--- src/rtl/cswd_pkg.sv ---
package cswd_pkg;
  localparam int unsigned CFG_W      = 12;
  localparam int unsigned REG_AW     = 9;
  localparam logic [REG_AW-1:0] CFG_OFS0   = 9'h078;
  localparam logic [REG_AW-1:0] CFG_STRIDE = 9'h030;
  localparam logic [REG_AW-1:0] STAT_OFS   = 9'h000;
  localparam logic [CFG_W-1:0]  KEEP_BITS  = 12'hF7F;
  localparam int unsigned EN_BIT     = 6;

  function automatic logic size_mask_ok(input logic [3:0] m);
    return (m == 4'hF) || (m == 4'hE) || (m == 4'hC) || (m == 4'h8);
  endfunction

  function automatic logic pair_ok(input logic [CFG_W-1:0] c);
    return size_mask_ok(c[11:8]) && ((c[3:0] & ~c[11:8]) == 4'h0);
  endfunction
endpackage

--- src/rtl/cswd_regfile.sv ---
module cswd_regfile
  import cswd_pkg::*;
#(
  parameter int unsigned NUM_CS = 8,
  parameter int unsigned DATA_W = 32
) (
  input  logic                          clk,
  input  logic                          rst_n,
  input  logic                          wr,
  input  logic [REG_AW-1:0]             addr,
  input  logic [DATA_W-1:0]             wdata,
  output logic [DATA_W-1:0]             rdata,
  output logic [NUM_CS-1:0][CFG_W-1:0]  cfg,
  output logic                          err
);
  logic [NUM_CS-1:0]            sel;
  logic [NUM_CS-1:0]            cfg_en;
  logic [NUM_CS-1:0][CFG_W-1:0] cfg_q;
  logic [CFG_W-1:0]             cfg_new;
  logic                         err_q, err_d;

  assign cfg_new = wdata[CFG_W-1:0] & KEEP_BITS;

  genvar gi;
  generate
    for (gi = 0; gi < NUM_CS; gi++) begin : g_slot
      localparam logic [REG_AW-1:0] OFS = REG_AW'(CFG_OFS0 + gi * CFG_STRIDE);
      localparam logic [CFG_W-1:0]  RST = (gi == 0) ? 12'hF40 : 12'hF00;
      assign sel[gi]    = (addr == OFS);
      assign cfg_en[gi] = wr && sel[gi];
      always_ff @(posedge clk or negedge rst_n) begin
        if (!rst_n)           cfg_q[gi] <= RST;
        else if (cfg_en[gi])  cfg_q[gi] <= cfg_new;
      end
    end
  endgenerate

  always_comb begin
    err_d = err_q;
    if (wr && (|sel) && cfg_new[EN_BIT] && !pair_ok(cfg_new)) err_d = 1'b1;
    if (wr && (addr == STAT_OFS) && wdata[0])                 err_d = 1'b0;
  end

  always_ff @(posedge clk or negedge rst_n) begin
    if (!rst_n) err_q <= 1'b0;
    else        err_q <= err_d;
  end

  always_comb begin
    rdata = '0;
    if (addr == STAT_OFS) rdata[0] = err_q;
    for (int i = 0; i < NUM_CS; i++)
      if (sel[i]) rdata[CFG_W-1:0] = cfg_q[i];
  end

  assign cfg = cfg_q;
  assign err = err_q;
endmodule

--- src/rtl/cswd_window.sv ---
module cswd_window
  import cswd_pkg::*;
#(
  parameter int unsigned ADDR_W = 32
) (
  input  logic [CFG_W-1:0]  cfg,
  input  logic [ADDR_W-1:0] addr,
  output logic              hit
);
  logic       usable;
  logic [3:0] diff;

  assign usable = cfg[EN_BIT] && pair_ok(cfg);
  assign diff   = (addr[27:24] ^ cfg[3:0]) & cfg[11:8];
  assign hit    = usable && (addr[ADDR_W-1:30] == '0) &&
                  (addr[29:28] == cfg[5:4]) && (diff == 4'h0);
endmodule

--- src/rtl/cswd_prio.sv ---
module cswd_prio #(
  parameter int unsigned N = 8
) (
  input  logic [N-1:0] req,
  output logic [N-1:0] grant
);
  always_comb begin
    logic taken;
    taken = 1'b0;
    grant = '0;
    for (int i = 0; i < N; i++) begin
      if (req[i] && !taken) begin
        grant[i] = 1'b1;
        taken    = 1'b1;
      end
    end
  end
endmodule

--- src/rtl/cs_window_decoder.sv ---
module cs_window_decoder
  import cswd_pkg::*;
#(
  parameter int unsigned NUM_CS = 8,
  parameter int unsigned ADDR_W = 32,
  parameter int unsigned DATA_W = 32
) (
  input  logic              clk,
  input  logic              rst_n,
  input  logic              reg_wr,
  input  logic [REG_AW-1:0] reg_addr,
  input  logic [DATA_W-1:0] reg_wdata,
  output logic [DATA_W-1:0] reg_rdata,
  input  logic              acc_valid,
  input  logic [ADDR_W-1:0] acc_addr,
  output logic [NUM_CS-1:0] cs_sel,
  output logic              miss,
  output logic              cfg_err
);
  logic [NUM_CS-1:0][CFG_W-1:0] cfg;
  logic [NUM_CS-1:0]            req, grant;
  logic [NUM_CS-1:0]            cs_d, cs_q;
  logic                         miss_d, miss_q;

  cswd_regfile #(.NUM_CS(NUM_CS), .DATA_W(DATA_W)) i_regs (
    .clk(clk), .rst_n(rst_n), .wr(reg_wr), .addr(reg_addr),
    .wdata(reg_wdata), .rdata(reg_rdata), .cfg(cfg), .err(cfg_err)
  );

  genvar gi;
  generate
    for (gi = 0; gi < NUM_CS; gi++) begin : g_win
      cswd_window #(.ADDR_W(ADDR_W)) i_win (
        .cfg(cfg[gi]), .addr(acc_addr), .hit(req[gi])
      );
    end
  endgenerate

  cswd_prio #(.N(NUM_CS)) i_prio (.req(req), .grant(grant));

  always_comb begin
    cs_d   = acc_valid ? grant : '0;
    miss_d = acc_valid && (req == '0);
  end

  always_ff @(posedge clk or negedge rst_n) begin
    if (!rst_n) begin
      cs_q   <= '0;
      miss_q <= 1'b0;
    end else begin
      cs_q   <= cs_d;
      miss_q <= miss_d;
    end
  end

  assign cs_sel = cs_q;
  assign miss   = miss_q;
endmodule

--- config.mk ---
export PLATFORM = sky130hd
export DESIGN_NAME = cs_window_decoder
export DESIGN_NICKNAME = d
export VERILOG_FILES = /design/src/rtl/cswd_pkg.sv /design/src/rtl/cswd_regfile.sv /design/src/rtl/cswd_window.sv /design/src/rtl/cswd_prio.sv /design/src/rtl/cs_window_decoder.sv
export SDC_FILE = /design/constraint.sdc
export NUM_CORES = 1
export LEC_CHECK = 0
export BUFFER_PORTS_ARGS = -buffer_cell sky130_fd_sc_hd__buf_2
export CORE_AREA = 5 5 172 125
export CTS_CLUSTER_DIAMETER = 120
export DETAILED_ROUTE_END_ITERATION = 8
export DIE_AREA = 0 0 177 130
export GPL_TIMING_DRIVEN = 0
export PLACE_DENSITY = 0.53
export SETUP_SLACK_MARGIN = 0.1
export SLEW_MARGIN = 15
export SYNTH_ARGS = -nofsm -noshare
export SYNTH_HDL_FRONTEND = slang
export SYNTH_SLANG_ARGS = --single-unit
--- constraint.sdc ---
create_clock -name clk -period 3.8 [get_ports clk]
set_clock_uncertainty 0.05 [all_clocks]
set_input_delay 0.38 -clock clk [delete_from_list [all_inputs] [get_ports clk]]
set_output_delay 0.38 -clock clk [all_outputs]
set_load 0.05 [all_outputs]
==> metrics.md, run 1 <==
| Metric | Value |
|---|---|
| Status | finished, final reports clean |
| Fin nets | between 600 and 700 |
| Seq/Total Area, Yosys | 43.1% |
| Placed Cells incl. Taps | 860 |
| Worst Tran Pin Value | 1210 ps |
| Dominant synthesized flop cell | dfrtp_1 |
| Synth Register Bits | 98 |
| CTS Sinks | about 100 |
| Number of routed nets with antenna violations | 0 |
| Post-DR vias/cell | 5.01 |
| DRC | 0 |
| P_sw | 602 µW |
| Area leader, netlist | dfrtp_1 |
| CP Class | in -> out |
| Power share of the clock group | 41.8% |
| Reg2Reg Setup Slack | 1260 ps |
| Global-route wire length before repair | 27.2 mm |
| Endpoint type of the worst setup path | output port |
| RSZ-0062 raised after global routing | false |
| Final Wtd Congestion | between 0.8 and 0.9 |
| Grt total ovfl | 0 |
| Worst hold endpoint | cs_sel[0]$_DFF_PN0_ |
| Clk_lat worst skew | around 340 ps |
| Post-DP HPWL | 13.7 mm |
| Max-Cap Viols | 0 |
| Worst Hold Depth | 2 |
| Reg2Reg Capture Point | cs_sel[7]$_DFF_PN0_ |
| Combinational share of power | approximately 11% |
| Cells after Synth | 529 |
| Port Buffers | 40 |
| Worst reg2reg path depth | 6 |
| Layout Utilization | 34.7% |
| Req. time, crit path | between 3000 and 4000 ps |
| Final count of hold timing violations | 0 |
| Final Instance Area | 6770 µm² |
| Maximum buffer depth of the clock tree | 2 |
| Leakage | 3.04 nW |
| Post-Synthesis Mean Instance Area | 10.9 µm² |
| Max IR drop VDD | 0.271 mV |
| Largest net degree at the start of global routing | 81 |
| Detailed Route WL | 17.6 mm |
| Setup Fix Bufs, Post-CTS | 0 |
| Core Rows | between 40 and 50 |
| Fin. max-slew vios | 0 |
| Synth top area share | 28.1% |
| CP arrival | ~2800 ps |
| Switching share of total power | 25.4% |
| Async S/R FF share, synth | 100% |
| N_diodes | 0 |
| Top-Level Pins | 119 |
| Vias in the first global route | 4504 |
| Chip Height | 130 µm |
| Ys Warns | 0 |
| Hold Slack | around 230 ps |
| Clk slew on worst S/H paths | 70 ps |
| Initial Util | 29.7% |
| CTS tree | yes |
| Core outline area | 19500 µm² |
| Initial antenna violation count | 0 |
| Via count | about 4400 |
| WL per Instance | 20.1 µm |
| Number of flops mapped to enable cells by yosys | 0 |
| Share of power burned in registers | 46.8% |
| Max_slew headroom | approximately 17% |
| Post-layout min period | 3240 ps |
| TritonCTS Buffers | 9 |
| Hold Path Class | in -> reg |
| Die area | 23000 µm² |
| Post-CTS sizing | 0 |
| Period utilisation layout | 85.3% |
| Clock root buffer | clkbuf_16 |
| Cell Area, Placed | 6430 µm² |
| Final Non-Filler Cells | 877 |
| Worst r2r src | i_regs.cfg[11]$_DFFE_PN1P_ |
| Max Clock Freq | 309 MHz |
| Global Route Usage Sum | 15.5% |
| Die span in x | 177 µm |
| Share of cells above drive strength 1 | between 30% and 40% |
| Hold Crit Start | acc_valid |
| Largest cells by area after synthesis | dfrtp_1 28%, mux2_2 16%, dfstp_2 15% |
| Area delta synth->final | 17.1% |
| Post-CTS Hold Buffers | 1 |
| TritonRoute pass-1 iters | 5 |
| Pwr Density | 350 nW/µm² |
| DRT iter0 DRCs | between 300 and 400 |
| CTS HTree Levels | 3 |
| Cell-internal power | 1.77 mW |
| Crit start category | input pin |
| Final setup fails | 0 |
| Synth cell types | 63 |
| CP Max Fanout | 9 |
| Post-Route Setup TNS | 0 ps |
| Post-synth top cells | 80 x mux2_2, 65 x dfrtp_1, 33 x dfstp_2 |
| Post-synthesis cell area | 5780 µm² |
| Most common cell in the netlist | mux2_2 |
-- critical path, cell delays in order --
cell      delay (ps)
buf_2            150
or4b_1           520
a21o_1           260
nor2_1           590
a221oi_1         180
a211oi_1         390
buf_2            330
-- cell usage in the layout, fill, tap and decap left out, types with 5 or more instances in the layout --
cell type and n:
nor3_1 11, inv_1 11, clkbuf_16 9, conb_1 21, a211oi_1 5, clkbuf_1 13
buf_4 22, a22oi_1 8, nor2b_1 5, nor2_1 28, buf_2 54, dfstp_2 33
nand2_1 27, a221oi_1 8, nand2b_1 10, xor2_1 26, a21oi_1 11, o21ai_0 11
nand3_1 8, mux2_4 11, xnor2_1 16, nand4_1 10, nor4_1 5, mux2_2 80
o31ai_1 7, o2111ai_1 7, dfrtp_1 65, o221ai_1 10
-- layout make-up --
type | count | area, µm²
Sequential cell | 98 | 2490
Buffer | 51 | 308
Tap cell | 270 | 338
Clock buffer | 12 | 246
Timing Repair Buffer | 42 | 244
Clock inverter | 4 | 76.3
Inverter | 11 | 41.3
Fill cell | 2007 | 12700
Multi-Input combinational cell | 389 | 3020
-- registers in the layout (all words and copies together) (netlist names) --
name,cells
i_regs.err,1
i_regs.cfg,88
cs_sel,8
miss,1
-- through the flow --
| step | setup slack [ps] | power (mW) |
|---|---|---|
| 2_1_floorplan | 580 | 1.30 |
| 3_3_place_gp | 548 | 1.38 |
| 3_5_place_dp | 584 | 1.39 |
| 4_1_cts | 567 | 2.38 |
| 5_1_grt | 455 | 2.46 |
| 6_report | 560 | 2.37 |
-- worst max path at each step --
stage                           start            to  slack (ps)  depth (start not counted)
after floorplan           reg_addr[2]  reg_rdata[3]         580                          5
after global placement    reg_addr[2]  reg_rdata[1]         550                          7
after detailed placement  reg_addr[7]  reg_rdata[8]         580                          7
after CTS                 reg_addr[7]  reg_rdata[8]         570                          7
after global routing      reg_addr[2]  reg_rdata[9]         460                          9
final                     reg_addr[7]  reg_rdata[8]         560                          7
-- power by group through the flow --
stage	Clock [mW]	Sequential, mW	Combinational (mW)
3_5_place_dp	0	1.13	0.268
2_1_floorplan	0	1.12	0.179
6_report	0.991	1.11	0.270
3_3_place_gp	0	1.12	0.259
5_1_grt	1.05	1.11	0.295
4_1_cts	1.01	1.11	0.269
-- layer usage --
metal,share of wire [%],track usage (%)
met3,8.3,3.91
met5,0,0
met1,49,23.5
met2,42,22.9
met4,0.47,1.68
-- logic make-up (layout without fill, tap and decap cells) --
| logic type | count (synthesis) | after routing | share of synthesized area (%) |
|---|---|---|---|
| mux | 92 | 92 | 18.6 |
| other cells | 1 | 21 | 0.0649 |
| flops | 98 | 98 | 43.1 |
| xor+xnor | 42 | 42 | 6.36 |
| simple gates | 134 | 134 | 12.8 |
| compound gates | 100 | 100 | 12.9 |
| buf+inv | 62 | 120 | 6.04 |
Power figures use the tool's default switching activity.
==> run 2, diff against run 1 <==
Settings changed: CORE_AREA 5 5 172 125 to 2 2 169 122, DIE_AREA 0 0 177 130 to 0 0 171 124, PLACE_DENSITY 0.53 to default.
==> run 2 against run 1 <==
  * Setup slack worse by 42 ps
  * Clock power is 12% lower
  * Wire length is 2.4% lower
  * Flip-flop and latch count stayed put
  * Sequential share of layout area is 0.25 points higher
  * Count of clock-buffer cells in the layout is 2 lower
  * Global-route usage is 1.1 points higher
  * Highest routed layer unchanged
==> metrics.md, run 2 (synthesis gave the netlist of run 1 again) <==
| Metric | Value |
|---|---|
| Status | finished, final reports clean |
| Placed Cells incl. Taps | 860 (unchanged) |
| Post-Route Setup TNS | 0 ps (unchanged) |
| Top-Level Pins | 119 (unchanged) |
| Pwr Density | 335 nW/µm² (-4.3%) |
| Number of routed nets with antenna violations | 0 (unchanged) |
| DRT iter0 DRCs | 370 (+10%) |
| TritonCTS Buffers | 9 (unchanged) |
| Period utilisation layout | 86.4% (+1.1 points) |
| Detailed Route WL | 17.2 mm (-2.4%) |
| Share of cells above drive strength 1 | 38.1% (+0.16 points) |
| Global-route wire length before repair | 25.9 mm (-4.9%) |
| Via count | 4427 (+0.71%) |
| Clk_lat worst skew | 350 ps (about the same) |
| Met3 Track Usage GR | 3.18% (-0.73 points) |
| Area delta synth->final | 16.3% |
| Setup slack after layout | 517 ps (-42.3 ps) |
| RSZ-0062 raised after global routing | false |
| Max-Cap Viols | 0 (unchanged) |
| Global Route Usage Sum | 16.6% (+1.1 points) |
| Fin. max-slew vios | 0 (unchanged) |
| DRC | 0 (unchanged) |
| Initial Util | 29.7% (unchanged) |
| TritonRoute pass-1 iters | 5 (unchanged) |
| Clk slew on worst S/H paths | 70 ps (about the same) |
| Hold Path Class | in -> reg |
| CP Max Fanout | 10 (+1) |
| Final Wtd Congestion | 0.908 (+4.3%) |
| Req. time, crit path | 3370 ps (about the same) |
| Routing usage on met2 | 23.7% (+0.83 points) |
| Port Buffers | 40 (unchanged) |
| Reg2Reg Setup Slack | 1210 ps (-50 ps) |
| Clock root buffer | clkbuf_16 |
| CTS tree | yes |
| Die area | 21200 µm² (-7.8%) |
| Fin nets | 679 (unchanged) |
| CP Class | in -> out |
| Final Non-Filler Cells | 877 (unchanged) |
| Hold Slack | 217 ps (-9.91 ps) |
| Core Rows | 43 (unchanged) |
| CTS Sinks | 98 (unchanged) |
| Endpoint type of the worst setup path | output port |
| Largest register FFs | 88 (unchanged) |
| Post-DR vias/cell | 5.05 (+0.71%) |
| Final count of hold timing violations | 0 (unchanged) |
| Global routing usage on met1 | 25.7% (+2.2 points) |
| Layout Utilization | 34.5% (-0.24 points) |
| Post-DP HPWL | 12.9 mm (-5.8%) |
| Leakage | 3.02 nW (-0.62%) |
| Vias in the first global route | 4248 (-5.7%) |
| Worst Tran Pin Value | 1070 ps (-144 ps) |
| Initial antenna violation count | 0 (unchanged) |
| Maximum buffer depth of the clock tree | 2 (unchanged) |
| Max_slew headroom | 28.2% (+11 points) |
| Final setup fails | 0 (unchanged) |
| Max Clock Freq | 305 MHz (-1.3%) |
| Post-layout min period | 3280 ps (+42.3 ps) |
| Number of fill cells | 2039 (+1.6%) |
| CP arrival | 2850 ps (+40 ps) |
| WL per Instance | 19.6 µm (-2.4%) |
| Chip Height | 124 µm (-4.6%) |
| Max IR drop VDD | 0.168 mV (-38%) |
| Grt total ovfl | 0 (unchanged) |
| Most used routing layer | met1 |
| Core outline area | 19500 µm² (unchanged) |
| Largest net degree at the start of global routing | 62 (-23%) |
| Crit start category | input pin |
| CTS HTree Levels | 3 (unchanged) |
| N_diodes | 0 (unchanged) |
| Highest-count cells in the layout ignoring fill and taps | 80 x mux2_2, 65 x dfrtp_1, 54 x buf_2 |
| Commonest non-fill, non-tap cell in the layout | mux2_2 |
| Place WS | 596 ps (+12.1 ps) |
| Die span in x | 171 µm (-3.4%) |
==> run 2: path summary, 6_finish.rpt <==
check                                           start                          to  cells after the start
max                                       reg_addr[3]                reg_rdata[2]                      8
min                                         acc_valid         cs_sel[0]$_DFF_PN0_                      2
max reg2reg                i_regs.cfg[11]$_DFFE_PN1P_         cs_sel[7]$_DFF_PN0_                      6
min reg2reg                i_regs.cfg[66]$_DFFE_PN0P_  i_regs.cfg[66]$_DFFE_PN0P_                      1
max in group asynchronous                       rst_n   i_regs.cfg[8]$_DFFE_PN1P_                      3
min in group asynchronous                       rst_n         cs_sel[0]$_DFF_PN0_                      2
==> run 2: critical path, cell delays in order <==
cell	delay (ps)
buf_2	160
or4b_4	510
buf_6	170
nor2_4	140
nand2_2	150
a2111oi_0	820
o31ai_1	240
buf_2	270
==> run 2: cell type report <==
class	count	area [µm²]	area share, %
Multi-Input combinational cell	389	3010	44.8
Sequential cell	98	2490	37.1
Tap cell	270	338	5.03
Buffer	51	308	4.58
Timing Repair Buffer	42	244	3.63
Clock buffer	10	239	3.56
Clock inverter	6	42.5	0.633
Inverter	11	41.3	0.615
==> run 2: per-layer routing <==
metal	vias up	part of all wire (%)
met4	0	1.1
met1	2205	51
li1	2061	-
met2	148	42
met5	-	0
met3	13	6.4
==> run 2: power breakdown <==
group	total [mW]	leakage, nW	switching, mW	internal, mW
clock	0.874	0.134	0.411	0.462
combinational	0.270	1.64	0.178	0.0920
sequential	1.11	1.24	0.0300	1.08
total	2.25	3.02	0.620	1.63
==> run 2: metrics by stage <==
step	instance area, µm²	power, mW
final	6720	2.25
after global routing	6720	2.34
after CTS	6720	2.27
after detailed placement	6430	1.39
after global placement	6390	1.39
after floorplan	5850	1.30
==> run 2: timing repair <==
action | 4_1_cts | 5_1_grt
hold buffers | 1 | 0
gates resized for setup | 0 | 0
hold endpoints to repair | 29 | 0
setup buffers | 0 | 0
==> run 3, diff against run 2 <==
Settings changed: CORE_AREA 2 2 169 122 to 2 2 147 106, DIE_AREA 0 0 171 124 to 0 0 149 108.
==> run 3 against run 2 <==
  * Global-route usage increased by 5.5 points
  * Setup slack got worse by 90 ps
  * Critical path depth decreased by 1
  * Die area decreased by 24%
  * Worst hold slack improved by 14 ps
  * Wire length about the same
==> metrics.md, run 3 (synthesis gave the netlist of run 1 again) <==
| Metric | Value |
|---|---|
| Status | finished, final reports clean |
| CP max stage cell | a2111oi_0 |
| Highest-count cells in the layout ignoring fill and taps | 80 x mux2_2, 65 x dfrtp_1, 54 x buf_2 |
| DRC | 0 (unchanged) |
| CP dominant cell by count | buf_2 |
| WL per Instance | 21.4 µm (+9.4%) |
| Via count | 4562 (+3.0%) |
| Hold Path Class | in -> reg |
| CTS HTree Levels | 3 (unchanged) |
| DR WL met2 | 7.65 mm (+6.9%) |
| Setup slack after layout | 428 ps (-89.9 ps) |
| N_diodes | 0 (unchanged) |
| RSZ-0062 raised after global routing | false |
| DRT iter0 DRCs | 374 (+1.1%) |
| CTS tree | yes |
| Setup Fix Bufs, Post-CTS | 0 (unchanged) |
| Share of cells above drive strength 1 | 38.1% (unchanged) |
| Period utilisation layout | 88.7% (+2.4 points) |
| Critical-path cell list | buf_2, or4b_4, nor3b_4, nor2_1, a2111oi_0, o31ai_1, buf_2 |
| Worst r2r src | i_regs.cfg[11]$_DFFE_PN1P_ |
| Max IR drop VDD | 0.202 mV (+20%) |
| Core outline area | 14500 µm² (-25%) |
| Worst Tran Pin Value | 1140 ps (+68.4 ps) |
| Port Buffers | 40 (unchanged) |
| Fin nets | 679 (unchanged) |
| Leakage | 3.03 nW (+0.48%) |
| Largest net degree at the start of global routing | 68 (+9.7%) |
| Initial Util | 39.8% (+10 points) |
| Hold Crit Start | acc_valid |
| Reg2Reg Capture Point | cs_sel[7]$_DFF_PN0_ |
| Maximum buffer depth of the clock tree | 2 (unchanged) |
| Core Rows | 37 (-14%) |
| CP arrival | 2940 ps (+90 ps) |
| CTS Sinks | 98 (unchanged) |
| Placed Cells incl. Taps | 785 (-8.7%) |
| Detailed Route WL | 17.2 mm (about the same) |
| Final total power | 2.35 mW (+4.2%) |
| Post-layout min period | 3370 ps (+89.9 ps) |
| Final setup fails | 0 (unchanged) |
| Post-DR vias/cell | 5.69 (+13%) |
| Worst Hold Depth | 2 (unchanged) |
| Clk_lat worst skew | 360 ps (about the same) |
| Clock root buffer | clkbuf_16 |
| Worst reg2reg path depth | 6 (unchanged) |
| Reg2Reg Setup Slack | 1200 ps (about the same) |
| CP Class | in -> out |
| Max_slew headroom | 22.3% (-5.9 points) |
| CP Max Fanout | 10 (unchanged) |
| Global Route Usage Sum | 22.1% (+5.5 points) |
| Req. time, crit path | 3370 ps (about the same) |
| Global-route wire length before repair | 26.5 mm (+2.6%) |
| Post-Route Setup TNS | 0 ps (unchanged) |
| Top Metal Used | met4 |
| Worst hold endpoint | cs_sel[0]$_DFF_PN0_ |
| Family with the most delay on the worst path | simple AND/OR/NAND/NOR gates |
| Top-Level Pins | 119 (unchanged) |
| Number of fill cells | 1381 (-32%) |
| Clk slew on worst S/H paths | 70 ps (about the same) |
| Endpoint type of the worst setup path | output port |
| Place WS | 518 ps (-78.2 ps) |
| Die area | 16100 µm² (-24%) |
| TritonRoute pass-1 iters | 5 (unchanged) |
| Final Non-Filler Cells | 802 (-8.6%) |
| Crit start category | input pin |
| Met3 routed wirelength | 1.33 mm (+22%) |
| WL met1 | 8.07 mm (-7.8%) |
| Buffer and inverter count on the worst path | 2 (-1) |
| Final count of hold timing violations | 0 (unchanged) |
| Max-Cap Viols | 0 (unchanged) |
| TritonCTS Buffers | 9 (unchanged) |
| Post-DP HPWL | 12.9 mm (-0.51%) |
| Number of routed nets with antenna violations | 0 (unchanged) |
| Hold Slack | 230 ps (+13.6 ps) |
| Grt total ovfl | 0 (unchanged) |
| Max Clock Freq | 297 MHz (-2.7%) |
| Chip Height | 108 µm (-13%) |
| Largest register FFs | 88 (unchanged) |
| Initial antenna violation count | 0 (unchanged) |
| Commonest non-fill, non-tap cell in the layout | mux2_2 |
| Vias in the first global route | 4525 (+6.5%) |
| Area delta synth->final | 15.1% |
| Die span in x | 149 µm (-13%) |
| Final Wtd Congestion | 0.917 (+0.99%) |
| Largest stage delay, worst path | 800 ps (-20 ps) |
| Fin. max-slew vios | 0 (unchanged) |
| Pwr Density | 353 nW/µm² (+5.2%) |
## run 3: cell count changes in the layout (fill, tap and decap cells not counted)
| cell | delta |
|---|---|
| bufinv_16 | +1 |
| a2111oi_1 | -1 |
| clkinv_2 | -2 |
| inv_8 | +1 |
| clkinvlp_4 | -1 |
| clkinv_4 | -1 |
| inv_6 | +3 |
| clkbuf_8 | -1 |
| a2111oi_0 | +1 |
## run 3: what timing repair did
action / in CTS / in global routing
hold buffers: 1 / 0
resized for setup: 0 / 0
hold endpoints to repair: 24 / 0
## run 3: final cells by class
cell class | count | area (µm²) | area share, %
plain buffers | 51 | 308 | 4.63
clock buffers | 9 | 225 | 3.39
clock inverters | 7 | 83.8 | 1.26
inverters | 11 | 41.3 | 0.621
multi-input cells | 389 | 3010 | 45.3
flip-flops and latches | 98 | 2490 | 37.5
well taps | 195 | 244 | 3.67
repair buffers | 42 | 244 | 3.67
## run 3: power by group
group	total [mW]	internal [mW]	leakage, nW	switching (mW)
clock network	0.967	0.524	0.149	0.443
logic	0.271	0.0920	1.64	0.179
registers	1.11	1.08	1.24	0.0302
total	2.35	1.69	3.03	0.652
## run 3: how the worst max path moves through the flow
stage | from | endpoint | slack, ps | depth (start not counted)
floorplan | reg_addr[2] | reg_rdata[3] | 580 | 5
global placement | reg_addr[2] | reg_rdata[1] | 530 | 7
finish | reg_addr[2] | reg_rdata[1] | 430 | 7
CTS | reg_addr[2] | reg_rdata[1] | 520 | 7
detailed placement | reg_addr[2] | reg_rdata[1] | 520 | 7
global route | reg_addr[6] | reg_rdata[1] | 310 | 7
## run 3: stage by stage
stage	area [µm²]	util [%]
finish	6650	45.8
global route	6650	45.8
CTS	6650	45.8
detailed placement	6330	43.6
global placement	6300	43.3
floorplan	5850	-
## run 3: routing by layer
layer	GRT usage (%)	vias to the layer above
met5	0	-
met4	4.08	0
met3	5.36	15
met2	33.6	182
met1	32.3	2295
li1	-	2070
